## config.mk

```make
export PLATFORM = sky130hd
export DESIGN_NAME = bsr_chain
export DESIGN_NICKNAME = d
export VERILOG_FILES = /design/src/rtl/bsr_pkg.sv /design/src/rtl/bsr_fixed_cell.sv /design/src/rtl/bsr_pad_mux.sv /design/src/rtl/bsr_pad_cell.sv /design/src/rtl/bsr_chain.sv
export SDC_FILE = /design/constraint.sdc
export NUM_CORES = 1
export LEC_CHECK = 0
export ABC_AREA = 1
export BUFFER_PORTS_ARGS = -buffer_cell sky130_fd_sc_hd__clkbuf_2
export CORE_UTILIZATION = 35
export DETAILED_ROUTE_END_ITERATION = 10
export SKIP_CTS_REPAIR_TIMING = 1
export SLEW_MARGIN = 20
export SYNTH_ARGS = -nofsm -noshare
export SYNTH_HDL_FRONTEND = slang
export SYNTH_SLANG_ARGS = --single-unit
```

## constraint.sdc

```tcl
create_clock -name clk -period 0.8 [get_ports clk]
set_input_delay 0.16 -clock clk [delete_from_list [all_inputs] [get_ports clk]]
set_output_delay 0.16 -clock clk [all_outputs]
set_load 0.01 [all_outputs]
```

## src/rtl/bsr_pkg.sv

```systemverilog
// Package: shared types and chain position helpers for the boundary scan chain.
// Assumes chain bit 0 is nearest tdo and two non-pin cells precede the pads.
package bsr_pkg;

    // Number of non-pin cells at the serial-out end of the chain.
    localparam int LOW_FIXED = 2;

    // One pad's three cells, as shift contents or as latched values.
    typedef struct packed {
        logic oe_b;
        logic out_b;
        logic in_b;
    } pad_bits_t;

    // Chain index of pad p's input cell.
    function automatic int pos_in(input int p);
        return LOW_FIXED + 3 * p;
    endfunction

    // Chain index of pad p's output cell.
    function automatic int pos_out(input int p);
        return LOW_FIXED + 3 * p + 1;
    endfunction

    // Chain index of pad p's enable cell.
    function automatic int pos_oe(input int p);
        return LOW_FIXED + 3 * p + 2;
    endfunction

endpackage

```

## src/rtl/bsr_fixed_cell.sv

```systemverilog
// Module: a single non-pin chain cell with no update latch.
// Captures a constant, shifts from its upstream neighbour and holds otherwise.
module bsr_fixed_cell #(
    parameter logic CAP_VAL = 1'b0
) (
    input  logic clk,
    input  logic rst_n,
    input  logic capture,
    input  logic shift,
    input  logic ser_in,
    output logic ser_out
);

    logic bit_q;

    // Capture the constant, shift, or hold.
    always_ff @(posedge clk) begin
        if (!rst_n)       bit_q <= 1'b0;
        else if (capture) bit_q <= CAP_VAL;
        else if (shift)   bit_q <= ser_in;
    end

    assign ser_out = bit_q;

endmodule

```

## src/rtl/bsr_pad_mux.sv

```systemverilog
// Module: selects between core control and update-latch control of one pad.
// Purely combinational. Assumes the latch values are stable while extest is high.
module bsr_pad_mux
    import bsr_pkg::*;
(
    input  logic      extest,
    input  logic      core_out,
    input  logic      core_oe,
    input  logic      pad_in,
    input  pad_bits_t upd,
    output logic      pad_out,
    output logic      pad_oe,
    output logic      core_in
);

    // Route pad and core signals according to the test mode.
    always_comb begin
        if (extest) begin
            pad_out = upd.out_b;
            pad_oe  = upd.oe_b;
            core_in = upd.in_b;
        end else begin
            pad_out = core_out;
            pad_oe  = core_oe;
            core_in = pad_in;
        end
    end

endmodule

```

## src/rtl/bsr_pad_cell.sv

```systemverilog
// Module: one pad's three shift cells, three update latches and mode mux.
// Serial order inside the pad runs enable -> output -> input toward tdo.
// Assumes the TAP controller never raises capture and shift together; if it does, capture wins.
module bsr_pad_cell
    import bsr_pkg::*;
(
    input  logic      clk,
    input  logic      rst_n,
    input  logic      capture,
    input  logic      shift,
    input  logic      update,
    input  logic      extest,
    input  logic      ser_in,
    input  logic      core_out,
    input  logic      core_oe,
    input  logic      pad_in,
    output pad_bits_t sh,
    output pad_bits_t upd,
    output logic      pad_out,
    output logic      pad_oe,
    output logic      core_in
);

    pad_bits_t sh_q;
    pad_bits_t upd_q;

    // Shift cells: capture pad and core values, or move one place toward tdo.
    always_ff @(posedge clk) begin
        if (!rst_n) begin
            sh_q <= '0;
        end else if (capture) begin
            sh_q.in_b  <= pad_in;
            sh_q.out_b <= core_out;
            sh_q.oe_b  <= core_oe;
        end else if (shift) begin
            sh_q.in_b  <= sh_q.out_b;
            sh_q.out_b <= sh_q.oe_b;
            sh_q.oe_b  <= ser_in;
        end
    end

    // Update latches: reset to disabled, load from the shift cells on update.
    always_ff @(posedge clk) begin
        if (!rst_n)      upd_q <= '0;
        else if (update) upd_q <= sh_q;
    end

    assign sh  = sh_q;
    assign upd = upd_q;

    bsr_pad_mux u_mux (
        .extest   (extest),
        .core_out (core_out),
        .core_oe  (core_oe),
        .pad_in   (pad_in),
        .upd      (upd_q),
        .pad_out  (pad_out),
        .pad_oe   (pad_oe),
        .core_in  (core_in)
    );

endmodule

```

## src/rtl/bsr_chain.sv

```systemverilog
// Module: boundary scan data register for NUM_PADS bidirectional pads.
// Chain: bit 0 TDO-enable, bit 1 TDO-data, then three cells per pad,
// last bit update-control. Strobes come from an external TAP controller.
module bsr_chain
    import bsr_pkg::*;
#(
    parameter int NUM_PADS = 4
) (
    input  logic                clk,
    input  logic                rst_n,
    input  logic                capture_dr,
    input  logic                shift_dr,
    input  logic                update_dr,
    input  logic                extest,
    input  logic                tdi,
    output logic                tdo,
    input  logic [NUM_PADS-1:0] core_out,
    input  logic [NUM_PADS-1:0] core_oe,
    input  logic [NUM_PADS-1:0] pad_in,
    output logic [NUM_PADS-1:0] pad_out,
    output logic [NUM_PADS-1:0] pad_oe,
    output logic [NUM_PADS-1:0] core_in
);

    localparam int CHAIN_LEN = 3 * NUM_PADS + 3;
    localparam int TOP_BIT   = CHAIN_LEN - 1;

    // link[j] is chain bit j; link[CHAIN_LEN] is the serial input.
    logic [CHAIN_LEN:0]   link;
    logic [CHAIN_LEN-1:0] chain_q;
    logic [NUM_PADS-1:0]  upd_in;
    logic [NUM_PADS-1:0]  upd_out;
    logic [NUM_PADS-1:0]  upd_oe;

    assign link[CHAIN_LEN] = tdi;

    // Non-pin cells at the serial-out end (bits 0 and 1).
    generate
        for (genvar f = 0; f < LOW_FIXED; f++) begin : g_low
            bsr_fixed_cell #(.CAP_VAL(1'b0)) u_fix (
                .clk     (clk),
                .rst_n   (rst_n),
                .capture (capture_dr),
                .shift   (shift_dr),
                .ser_in  (link[f+1]),
                .ser_out (link[f])
            );
        end
    endgenerate

    // Update-control cell at the serial-in end.
    bsr_fixed_cell #(.CAP_VAL(1'b0)) u_top_fix (
        .clk     (clk),
        .rst_n   (rst_n),
        .capture (capture_dr),
        .shift   (shift_dr),
        .ser_in  (link[CHAIN_LEN]),
        .ser_out (link[TOP_BIT])
    );

    // One cell group per pad, chained toward bit 0.
    generate
        for (genvar p = 0; p < NUM_PADS; p++) begin : g_pad
            pad_bits_t sh_p;
            pad_bits_t upd_p;

            bsr_pad_cell u_cell (
                .clk      (clk),
                .rst_n    (rst_n),
                .capture  (capture_dr),
                .shift    (shift_dr),
                .update   (update_dr),
                .extest   (extest),
                .ser_in   (link[pos_oe(p)+1]),
                .core_out (core_out[p]),
                .core_oe  (core_oe[p]),
                .pad_in   (pad_in[p]),
                .sh       (sh_p),
                .upd      (upd_p),
                .pad_out  (pad_out[p]),
                .pad_oe   (pad_oe[p]),
                .core_in  (core_in[p])
            );

            assign link[pos_in(p)]  = sh_p.in_b;
            assign link[pos_out(p)] = sh_p.out_b;
            assign link[pos_oe(p)]  = sh_p.oe_b;
            assign upd_in[p]        = upd_p.in_b;
            assign upd_out[p]       = upd_p.out_b;
            assign upd_oe[p]        = upd_p.oe_b;
        end
    endgenerate

    assign chain_q = link[CHAIN_LEN-1:0];
    assign tdo     = link[0];

endmodule

```

# == After elaboration in Yosys (flattened, before gate mapping) ==
# Cells that the tools add are included.
# classes
mux,20
reduce_logical,2
bitwise,1
# ops
operator,count
$mux W3,8
$mux W1,12
$reduce_bool A2 Y1,1
$reduce_or A2 Y1,1
$not A1 Y1,1
# totals
elab_cells,50
output_inout_bits,13
regBits,27

# == Longest topological paths before layout ==
# logic_depth
depth_word,2
ltp_mapped,6
depth_no_buf,4

# == Hierarchy ==
# From an unflattened synthesis, not the netlist that was laid out.
# unflattened
cells_unflattened,209
area_unflattened_um2,1298.7
# modules_own_cells
module,area_per_inst_um2,cells_per_inst,n_inst,seq_area_each_um2
bsr_pad_cell,251.5,37,4,120.1
bsr_pad_mux,37.5,10,4,0.0
bsr_fixed_cell,47.5,7,3,20.0

# == Worst setup path before layout ==
# OpenSTA, ideal clock, no wires.
# synth_path
kind,input to output
from,input port extest
to,output port core_in[1]
path_slack_ns,0.060
cell_stages,3
t_arrival_ns,0.580
required_ns,0.640
cell_sequence,buf_2 o21ai_0 buf_4
# synth_between
elab_chain_cells,1
# synth_lines
item,line,source
from (decl),bsr_chain.sv:14,"input logic extest,"
$mux W1,bsr_pad_mux.sv:18,if (extest) begin
to (decl),bsr_chain.sv:22,output logic [NUM_PADS-1:0] core_in
# Every way passes these cells.

# == Worst setup path after layout ==
# layout_path
from,"register g_pad[0].u_cell.upd_q, in the netlist g_pad[0].u_cell.upd[2]"
to,output port pad_oe[0]
# layout_between
elab_chain_cells,1
# layout_lines
item,line,source
from (decl),bsr_pad_cell.sv:25,pad_bits_t upd_q;
from (signal assigned),bsr_pad_cell.sv:45,else if (update) upd_q <= sh_q;
$mux W1,bsr_pad_mux.sv:18,
to (decl),bsr_chain.sv:21,"output logic [NUM_PADS-1:0] pad_oe,"
# Every way passes these cells.

==> out/results.tsv <==
stage	metric	value	unit
status	status	finished with violations	
status	failing checks	negative setup slack	
floorplan	num rows	22	
finish	Area Overhead vs Synth	17.6	%
drt	DR WL/cell	10.6	um
floorplan	Ports	32	
global_routing	gr ovfl total	0	
timing	clk_skew	0.00142	ns
worst_setup_path	Crit Path Class	reg2out	
synth	Post-Syn Area per Cell	7.10	um2
timing	final setup vio count	13	
pwr	pwr dens	1710	nW/um2
timing	Slew @ Worst Pin	0.330	ns
clock_network	CTS sink count	27	
synth	Post-Syn Instances	195	
placement	placer congestion estimate	0.742	
drt	final WL	2790	um
floorplan	Core ar.	3720	um2
drt	drc violations	0	
pwr	NetSw	765	uW
clock_network	Root Driver	clkbuf_8	
floorplan	starting density of the core	37.2	%
synth	Synth area leader	dfxtp_1	
drt	post-DR vias/cell	4.48	
worst_setup_path	worst r2r path cells	2	
finish	fin nets	236	
drt	1st-iter DRT viols	33	
worst_setup_path	CP Data Arrival Time	0.89	ns
clock_network	CTS clk-pin slew, worst paths	0.09	ns
floorplan	Die Area	4210	um2
clock_network	cts bufs inserted	3	
worst_setup_path	CP max FO	2	
clock_network	Max Root-Sink Buffers	2	
timing	RSZ-0062 raised after global routing	true	
pwr	Reg power frac	53.5	%
finish	fin cells	264	
placement	DP HPWL	1980	um
finish	share of cells above drive strength 1	31.5	%
timing	final setup TNS	-2.57	ns
clock_network	later-pin clock latency in the skew report	0.27	ns
synth	Seq/Total Area, Yosys	39.1	%
clock_network	CTS tree	built	
global_routing	gr usage total	14.2	%
drt	Vias	1184	
global_routing	initial antenna violation count	0	
pwr	Clk network pwr share	27.9	%
floorplan	Die Wd	64.9	um
timing	fin crit share	131	%
finish	n_diodes	0	
synth	Synth top area share	39.1	%
timing	max_slew headroom	77.9	%
clock_network	H-tree Lvls	1	
global_routing	largest net degree at the start of global routing	25	
synth	number of distinct library cells after synthesis	15	
pwr	power share of the combinational group	18.7	%
placement	Post-DP Area	1550	um2
worst_hold_path	worst min path class	in2reg	
finish	final instance area	1630	um2
synth	Seq cells post-synth	27	
timing	minimum clock period after layout	1.05	ns
synth	Net Count, Synth	214	
synth	yosys warns	0	
global_routing	first-pass GRT wire length	4590	um
timing	FMAX	956	MHz
timing	Fin. Hold Viols	0	
worst_setup_path	Critical Path RT	0.64	ns
synth	largest cells by area after synthesis	dfxtp_1 (39%), nand2_1 (11%), a21oi_1 (9.8%), o21ai_0 (8.7%), inv_1 (6.8%)	
worst_setup_path	Crit. End Element	output pin	
timing	fin. max-slew vios	0	
worst_setup_path	Startpoint Class	flip-flop	
placement	dpl cells	260	
pwr	Peak VDD IR	0.000603	V
placement	port bufs	31	
pwr	Int Power	2020	uW
floorplan	Die H	64.9	um
synth	Cell Area, Synth	1380	um2
timing	worst hold slack	0.116	ns
pwr	Lkg Pwr	0.000764	uW
timing	Final WS setup	-0.246	ns
pwr	Sw Ratio	27.4	%
worst_hold_path	Hold Path Stages	3	
drt	Detail Route Antenna Nets	0	
drt	Pre-antenna DRT Iters	4	
job	maxcap violations	0	
global_routing	number of global-route vias before repair	1038	
==> cell usage after synthesis <==
cell type / n
dfxtp_1: 27
inv_2: 1
nor2_1: 12
buf_4: 12
clkbuf_1: 1
nor2_4: 1
buf_2: 5
o21ai_0: 24
or2_1: 1
buf_6: 5
nand2_1: 42
a21oi_1: 27
nor3_1: 5
nor3_2: 7
inv_1: 25
==> power groups by stage <==
stage                     clock network (uW)  logic (uW)  registers [uW]
after global routing                     870         585            1510
final                                    777         520            1490
after detailed placement                   0         516            1510
after CTS                                803         519            1480
after floorplan                            0         387            1500
after global placement                     0         515            1510
==> sequential cells by signal, summed over array words and instances (netlist names) <==
register and flops:
g_pad.u_cell.sh 12, g_low.u_fix.ser_out 2, g_pad.u_cell.upd 12, u_top_fix.ser_out 1
==> cell families after synthesis <==
logic type	after synthesis	share of synthesized area [%]
buf+inv	49	19.7
flops	27	39.1
simple gates	68	22.8
compound gates	51	18.4
==> routing by layer <==
| layer | GRT usage, % | wire length [um] |
|---|---|---|
| met5 | 0 | 0 |
| met3 | 2.46 | 76 |
| met1 | 18.1 | 1330 |
| met4 | 6.67 | 56 |
| met2 | 22.9 | 1320 |
==> critical path, stage by stage (launching register included) <==
cell and delay, ns:
dfxtp_2 0.33, nand2_1 0.04, o21ai_1 0.08, buf_2 0.15
==> through the flow <==
stage | setup slack, ns | power [uW] | utilization, %
6_report | -0.246 | 2790 | 43.8
5_1_grt | -0.289 | 2960 | 43.8
4_1_cts | -0.300 | 2810 | 43.1
3_5_place_dp | -0.155 | 2030 | 41.8
3_3_place_gp | -0.163 | 2030 | 41.8
2_1_floorplan | 0.0597 | 1890 | -
==> path summary, 6_finish.rpt <==
path	to	slack, ns	start
setup reg to reg	g_pad[1].u_cell.sh[1]	0.10	g_pad[1].u_cell.sh[2]
setup / recovery	pad_oe[0]	-0.25	g_pad[0].u_cell.upd[2]
hold / removal	u_top_fix.ser_out	0.12	tdi
hold reg to reg	g_low[0].u_fix.ser_out	0.46	g_low[1].u_fix.ser_out
==> placed cells by master (no fill, tap or decap) <==
cell / synthesis / routed
o21ai_0: 24 / 13
buf_12: 0 / 5
nand2_1: 42 / 40
clkbuf_8: 0 / 3
dfxtp_2: 0 / 13
clkbuf_2: 0 / 18
a21oi_1: 27 / 27
nor2_1: 12 / 12
nor3_2: 7 / 7
inv_1: 25 / 25
nor2_4: 1 / 1
dfxtp_1: 27 / 14
buf_6: 5 / 1
buf_2: 5 / 12
inv_2: 1 / 1
clkinv_2: 0 / 1
nor3_1: 5 / 5
buf_4: 12 / 4
nand2_2: 0 / 2
o21ai_1: 0 / 11
or2_1: 1 / 1
==> final cells by class <==
class	instances	area, um2
Tap cell	48	60.1
Sequential cell	27	557
Inverter	26	97.6
Clock inverter	1	5.00
Fill cell	409	2090
Clock buffer	3	41.3
Multi-Input combinational cell	119	576
Timing Repair Buffer	40	292
Note: power is estimated with default switching activity, not from simulation.
